File: config.mk
export PLATFORM = sky130hd
export DESIGN_NAME = spi_rx_status
export DESIGN_NICKNAME = d
export VERILOG_FILES = /design/src/rtl/spi_rx_pkg.sv /design/src/rtl/spi_rx_fifo.sv /design/src/rtl/spi_rx_cs_mon.sv /design/src/rtl/spi_rx_flag_bank.sv /design/src/rtl/spi_rx_status.sv
export SDC_FILE = /design/constraint.sdc
export NUM_CORES = 1
export LEC_CHECK = 0
export ABC_AREA = 1
export BUFFER_PORTS_ARGS = -buffer_cell sky130_fd_sc_hd__buf_2
export CORE_MARGIN = 2
export CORE_UTILIZATION = 54
export DETAILED_ROUTE_END_ITERATION = 8
export HOLD_SLACK_MARGIN = 0.12
export PLACE_DENSITY_LB_ADDON = 0.3
export RECOVER_POWER = 50
export REMOVE_ABC_BUFFERS = 1
export SLEW_MARGIN = 20
export SYNTH_ARGS = -nofsm -noshare
export SYNTH_HDL_FRONTEND = slang
export SYNTH_SLANG_ARGS = --single-unit
export TNS_END_PERCENT = 10
File: constraint.sdc
create_clock -name clk_i -period 3 [get_ports clk_i]
set_input_delay 0.15 -clock clk_i [delete_from_list [all_inputs] [get_ports clk_i]]
set_output_delay 0.15 -clock clk_i [all_outputs]
set_load 0.05 [all_outputs]
File: src/rtl/spi_rx_pkg.sv
package spi_rx_pkg;
  localparam int unsigned STA_W   = 16;
  localparam int unsigned POS_CSR = 14;
  localparam int unsigned POS_CSF = 13;
  localparam int unsigned POS_CSE = 12;
  localparam int unsigned POS_XS  = 11;
  localparam int unsigned POS_LVL = 8;
  localparam int unsigned POS_OVF = 7;
  localparam int unsigned POS_RX  = 6;

  typedef enum int unsigned {
    FLG_RX  = 0,
    FLG_OVF = 1,
    FLG_CSE = 2,
    FLG_CSF = 3,
    FLG_CSR = 4
  } flag_e;
  localparam int unsigned NUM_FLG = 5;

  typedef struct packed {
    logic [1:0] thresh;
    logic       flush;
    logic       tim;
    logic       dma;
    logic       cont;
    logic       master;
    logic       cs_irq_en;
  } rx_cfg_t;
endpackage

File: src/rtl/spi_rx_fifo.sv
module spi_rx_fifo #(
  parameter int unsigned DEPTH = 4,
  parameter int unsigned DW    = 8,
  localparam int unsigned AW   = (DEPTH > 1) ? $clog2(DEPTH) : 1,
  localparam int unsigned LW   = $clog2(DEPTH + 1)
) (
  input  logic          clk_i,
  input  logic          rst_ni,
  input  logic          flush_i,
  input  logic          push_i,
  input  logic [DW-1:0] wdata_i,
  input  logic          pop_i,
  output logic [DW-1:0] rdata_o,
  output logic [LW-1:0] level_o,
  output logic [LW-1:0] level_nx_o,
  output logic          push_ok_o,
  output logic          overflow_o
);
  logic [DW-1:0] mem_q [DEPTH];
  logic [AW-1:0] wr_ptr_q, rd_ptr_q;
  logic [LW-1:0] level_q;
  logic          full, empty, pop_ok, push_ok;

  assign full  = (level_q == LW'(DEPTH));
  assign empty = (level_q == '0);

  assign pop_ok  = pop_i && !empty && !flush_i;
  assign push_ok = push_i && !flush_i && (!full || pop_ok);

  // full + concurrent pop frees a slot, so no overflow
  assign overflow_o = push_i && !flush_i && full && !pop_ok;
  assign push_ok_o  = push_ok;

  function automatic logic [AW-1:0] ptr_inc(input logic [AW-1:0] p);
    return (p == AW'(DEPTH - 1)) ? '0 : p + AW'(1);
  endfunction

  always_comb begin
    if (flush_i) level_nx_o = '0;
    else level_nx_o = level_q + LW'(push_ok) - LW'(pop_ok);
  end

  always_ff @(posedge clk_i or negedge rst_ni) begin
    if (!rst_ni) begin
      wr_ptr_q <= '0;
      rd_ptr_q <= '0;
      level_q  <= '0;
    end else if (flush_i) begin
      wr_ptr_q <= '0;
      rd_ptr_q <= '0;
      level_q  <= '0;
    end else begin
      if (push_ok) wr_ptr_q <= ptr_inc(wr_ptr_q);
      if (pop_ok)  rd_ptr_q <= ptr_inc(rd_ptr_q);
      level_q <= level_nx_o;
    end
  end

  always_ff @(posedge clk_i) begin
    if (push_ok) mem_q[wr_ptr_q] <= wdata_i;
  end

  assign rdata_o = empty ? '0 : mem_q[rd_ptr_q];
  assign level_o = level_q;
endmodule

File: src/rtl/spi_rx_cs_mon.sv
module spi_rx_cs_mon (
  input  logic clk_i,
  input  logic rst_ni,
  input  logic cs_n_i,
  input  logic partial_i,
  input  logic edge_en_i,
  output logic fall_o,
  output logic rise_o,
  output logic err_o
);
  logic cs_n_q;

  always_ff @(posedge clk_i or negedge rst_ni) begin
    if (!rst_ni) cs_n_q <= 1'b1;
    else         cs_n_q <= cs_n_i;
  end

  assign fall_o = edge_en_i &&  cs_n_q && !cs_n_i;
  assign rise_o = edge_en_i && !cs_n_q &&  cs_n_i;
  // released mid-byte
  assign err_o  = !cs_n_q && cs_n_i && partial_i;
endmodule

File: src/rtl/spi_rx_flag_bank.sv
module spi_rx_flag_bank #(
  parameter int unsigned N = 5
) (
  input  logic         clk_i,
  input  logic         rst_ni,
  input  logic [N-1:0] ev_i,
  input  logic         clr_i,
  output logic [N-1:0] flags_o
);
  for (genvar g = 0; g < N; g++) begin : g_flag
    logic flag_q;
    always_ff @(posedge clk_i or negedge rst_ni) begin
      if (!rst_ni) flag_q <= 1'b0;
      else         flag_q <= ev_i[g] | (flag_q & ~clr_i);
    end
    assign flags_o[g] = flag_q;
  end
endmodule

File: src/rtl/spi_rx_status.sv
module spi_rx_status
  import spi_rx_pkg::*;
#(
  parameter int unsigned DEPTH = 4,
  parameter int unsigned DW    = 8,
  localparam int unsigned LW   = $clog2(DEPTH + 1)
) (
  input  logic          clk_i,
  input  logic          rst_ni,
  input  logic [DW-1:0] rx_byte_i,
  input  logic          rx_valid_i,
  input  logic          byte_partial_i,
  input  logic          cs_n_i,
  input  logic [1:0]    cfg_thresh_i,
  input  logic          cfg_flush_i,
  input  logic          cfg_tim_i,
  input  logic          cfg_dma_i,
  input  logic          cfg_cont_i,
  input  logic          cfg_master_i,
  input  logic          cfg_cs_irq_en_i,
  input  logic          sta_rd_i,
  input  logic          fifo_rd_i,
  output logic [15:0]   sta_o,
  output logic [DW-1:0] rx_data_o,
  output logic          irq_o
);
  rx_cfg_t cfg;
  assign cfg = '{thresh: cfg_thresh_i, flush: cfg_flush_i, tim: cfg_tim_i,
                 dma: cfg_dma_i, cont: cfg_cont_i, master: cfg_master_i,
                 cs_irq_en: cfg_cs_irq_en_i};

  logic [LW-1:0]      level, level_nx, rx_target;
  logic               push_ok, ovf_ev;
  logic               cs_fall, cs_rise, cs_err;
  logic [NUM_FLG-1:0] ev, flags;

  spi_rx_fifo #(.DEPTH(DEPTH), .DW(DW)) u_fifo (
    .clk_i      (clk_i),
    .rst_ni     (rst_ni),
    .flush_i    (cfg.flush),
    .push_i     (rx_valid_i),
    .wdata_i    (rx_byte_i),
    .pop_i      (fifo_rd_i),
    .rdata_o    (rx_data_o),
    .level_o    (level),
    .level_nx_o (level_nx),
    .push_ok_o  (push_ok),
    .overflow_o (ovf_ev)
  );

  spi_rx_cs_mon u_cs_mon (
    .clk_i     (clk_i),
    .rst_ni    (rst_ni),
    .cs_n_i    (cs_n_i),
    .partial_i (byte_partial_i),
    .edge_en_i (cfg.master && cfg.cont && cfg.cs_irq_en),
    .fall_o    (cs_fall),
    .rise_o    (cs_rise),
    .err_o     (cs_err)
  );

  assign rx_target = LW'(cfg.thresh) + LW'(1);

  always_comb begin
    ev          = '0;
    ev[FLG_RX]  = push_ok && !cfg.tim && !cfg.dma && (level_nx == rx_target);
    ev[FLG_OVF] = ovf_ev;
    ev[FLG_CSE] = cs_err;
    ev[FLG_CSF] = cs_fall;
    ev[FLG_CSR] = cs_rise;
  end

  spi_rx_flag_bank #(.N(NUM_FLG)) u_flags (
    .clk_i   (clk_i),
    .rst_ni  (rst_ni),
    .ev_i    (ev),
    .clr_i   (sta_rd_i),
    .flags_o (flags)
  );

  always_comb begin
    sta_o              = '0;
    sta_o[POS_CSR]     = flags[FLG_CSR];
    sta_o[POS_CSF]     = flags[FLG_CSF];
    sta_o[POS_CSE]     = flags[FLG_CSE];
    sta_o[POS_XS]      = level > LW'(cfg.thresh);
    sta_o[POS_LVL+:3]  = 3'(level);
    sta_o[POS_OVF]     = flags[FLG_OVF];
    sta_o[POS_RX]      = flags[FLG_RX];
  end

  assign irq_o = flags[FLG_CSR] | flags[FLG_CSF] | flags[FLG_CSE] | flags[FLG_RX]
               | (flags[FLG_OVF] & ~cfg.flush);
endmodule

==> metrics <==
reg-to-reg slack, setup=0.54 ns; Initial Util=0.555; final worst path period need=2.46 ns; Hold Path Origin=cfg_flush_i; total gr overflow=0; Fill cells=333; Sink Count=45; run status=completed; clk_lat worst skew=0.30 ns; Adder-Cell Fraction of Synth Area=0.0664; CP max stage cell=dfrtp_1; area of the multi-input gates=693 um2; CP arrival=2.71 ns; core area=3940 um2; min-delay worst type=primary input to flip-flop; max_cap viols=0; drt first pass iters=4; Buf/Inv on CP=4; Die H=67.6 um; #FFs+latches synth=45; post-detailed-placement half-perimeter wirelength=2790 um; post-synth cell types=27; storage element area=1290 um2; most common cell in the synthesized netlist=nor2_1; placed instance count=299; root buffer cell=clkbuf_8; CP Depth=18; Worst Setup End Kind=flip-flop; Finished Core Util=0.648; worst rel slew slack=0.477; mux contribution to synthesized area=0; number of synthesized flops with an enable pin=32; DRC=0; fraction of layout cells with a size suffix above 1=0.160; Post-Syn Area per Cell=10.0 um2; Final Max Slew Viols=0; CP max FO=6; worst-path cell chain=inv_1 -> nand2_2 -> nor2_4 -> nor2_1 -> nand2_1 -> inv_1 -> ha_1 -> inv_1 -> ha_1 -> inv_1 -> fa_1 -> nor2_1 -> nor2_1 -> nor2_1 -> nand3_1 -> nor2_1 -> nand2_1 -> nand2_1; Die Area=4580 um2; IO buf count=40; cell family with most CP delay=adder cells; Cells on Worst Hold Path=2; WHS=0.120 ns; ranking of synthesized cells by area=edfxtp_1, dfrtp_1, nor2_1; Rows=23; clock buffer count from CTS=5; Req. time, crit path=3.25 ns; H-tree depth=2; Final Setup Violations=0; gr usage total=0.202; Syn Std Cell Area=2190 um2; diodes inserted=0; Final Non-Filler Cells=319; WHS Endpoint=u_fifo.level_o[0]; Worst setup SP type=flip-flop; Most used DFF post-synth=edfxtp_1; Worst Clk Skew=0.0106 ns; antenna violations before repair=0; P_leak=1.13 nW; cells on worst reg2reg path=18; ANT nets after route=0; final wirelength=4120 um; pin count of the biggest net entering global routing=20; Peak supply drop=382 uV; DRT iter0 DRCs=91; Post-Synthesis Cells=218; period utilization=0.820; FMAX=407 MHz; Worst Tran Pin Value=0.782 ns; Top-Level Pins=48; Worst R2R Start=u_fifo.level_o[1]; TritonCTS clock tree=built; Most Frequent Cell on Critical Path=nor2_1; CP peak stage delay=0.46 ns; DR vias=1591; Worst Path Class, Setup=flip-flop to flip-flop; compound-cell area share of the yosys netlist=0.0921; top-area cell type share of the netlist area=0.439; vias in the first global route=1492; Final Hold Viols=0; post-synth top area cell=edfxtp_1; clk slew on worst S/H paths=0.09 ns; drt via density=4.99; # Post-CTS Setup Buffers=0; chip width=67.6 um; Final nets=302; CTS max path bufs=2; yosys warns=0; Synth Area in Simple Gates=0.149; Async SR Flop Fraction=0.289; largest family of logic cells by synthesized area=simple AND/OR/NAND/NOR gates; Routability Congestion=0.771; top post-synthesis cells by count=nor2_1, edfxtp_1, inv_1; Layout area overhead=16.9%; setup tns final=0 ns; first-pass GRT wire length=6590 um; setup repair after global routing missed its margin=no; Power Density=828 nW/um2; Synth Area in XOR/XNOR=0; RR Endpoint=u_flags.g_flag[0].flag_q; post-synthesis sequential area ratio=0.589; wire per inst=12.9 um
## logic make-up after synthesis
group                      Yosys count
AOI/OAI and AO/OA                   37
DFF                                 45
other                                1
and+or+nand+nor                     79
adders and majority gates           11
buffers and inverters               45
## layout make-up
| type | count | area share |
|---|---|---|
| timing repair buffer | 53 | 0.121 |
| clock buffer | 5 | 0.0269 |
| multi-input combinational | 134 | 0.271 |
| sequential | 45 | 0.504 |
| clock inverter | 3 | 0.00979 |
| tap | 50 | 0.0245 |
| inverter | 29 | 0.0426 |
## worst reg2reg max path, delay by kind of cell, from the launching register on
kind,cells,cell delay [ns]
adders and majority gates,3,0.86
and+or+nand+nor,11,0.84
DFF,1,0.46
buffers and inverters,4,0.26
## state kept, by name, indices dropped and copies added (netlist names)
signal and flops:
u_fifo.mem_q 32, u_fifo.level_o 3, u_fifo.wr_ptr_q 2, u_cs_mon.cs_n_q 1
u_fifo.rd_ptr_q 2, u_flags.g_flag.flag_q 5
## routing by layer
| metal | part of all wire | global-route usage |
|---|---|---|
| met4 | 0.016 | 0.0791 |
| met2 | 0.51 | 0.350 |
| met3 | 0.037 | 0.0467 |
| met5 | 0 | 0 |
| met1 | 0.43 | 0.241 |
## cells in the final DEF (no fill, tap or decap)
cell / instances
nor3_1: 1
o22ai_1: 1
dlygate4sd3_1: 12
nand2_2: 1
o211ai_1: 1
o21ai_0: 18
edfxtp_1: 32
nor4_1: 1
nor2_4: 1
ha_1: 10
o21ai_1: 6
nand2_1: 24
nand2_4: 1
nand4_1: 1
clkinvlp_4: 1
clkinv_4: 1
conb_1: 7
dfrtp_1: 12
nor2_1: 45
inv_6: 1
inv_2: 4
clkbuf_8: 5
a21oi_1: 9
buf_2: 26
dfstp_2: 1
nand3_1: 4
a32o_1: 1
fa_1: 1
clkbuf_1: 14
inv_1: 25
buf_4: 1
o31ai_1: 1
## what timing repair did
item                                   in CTS  in global routing
hold buffers                               12                  0
gates resized for setup                     0                  0
endpoints found under the hold margin      49                  0
## report_power, final
part	internal [mW]	switching, mW
registers	0.726	0.0759
logic	0.239	0.693
clock network	0.168	0.215
## per-stage QoR
step	worst slack, ns	total power [mW]	instance area [um2]
final	0.540	2.12	2560
after detailed placement	0.564	1.74	2360
after global placement	0.635	1.73	2360
after CTS	0.538	2.14	2580
after floorplan	0.371	1.50	2090
after global routing	0.260	2.25	2560
## how the worst max path moves through the flow
stage / slack (ns) / from / end
finish: 0.54 / u_fifo.level_o[1] / u_flags.g_flag[0].flag_q
global route: 0.26 / u_fifo.level_o[1] / u_flags.g_flag[0].flag_q
CTS: 0.54 / u_fifo.level_o[1] / u_flags.g_flag[0].flag_q
detailed placement: 0.56 / u_fifo.level_o[1] / u_flags.g_flag[0].flag_q
global placement: 0.64 / u_fifo.level_o[1] / u_flags.g_flag[0].flag_q
floorplan: 0.37 / u_fifo.level_o[1] / u_flags.g_flag[0].flag_q
(Power assumes the default switching activity.)
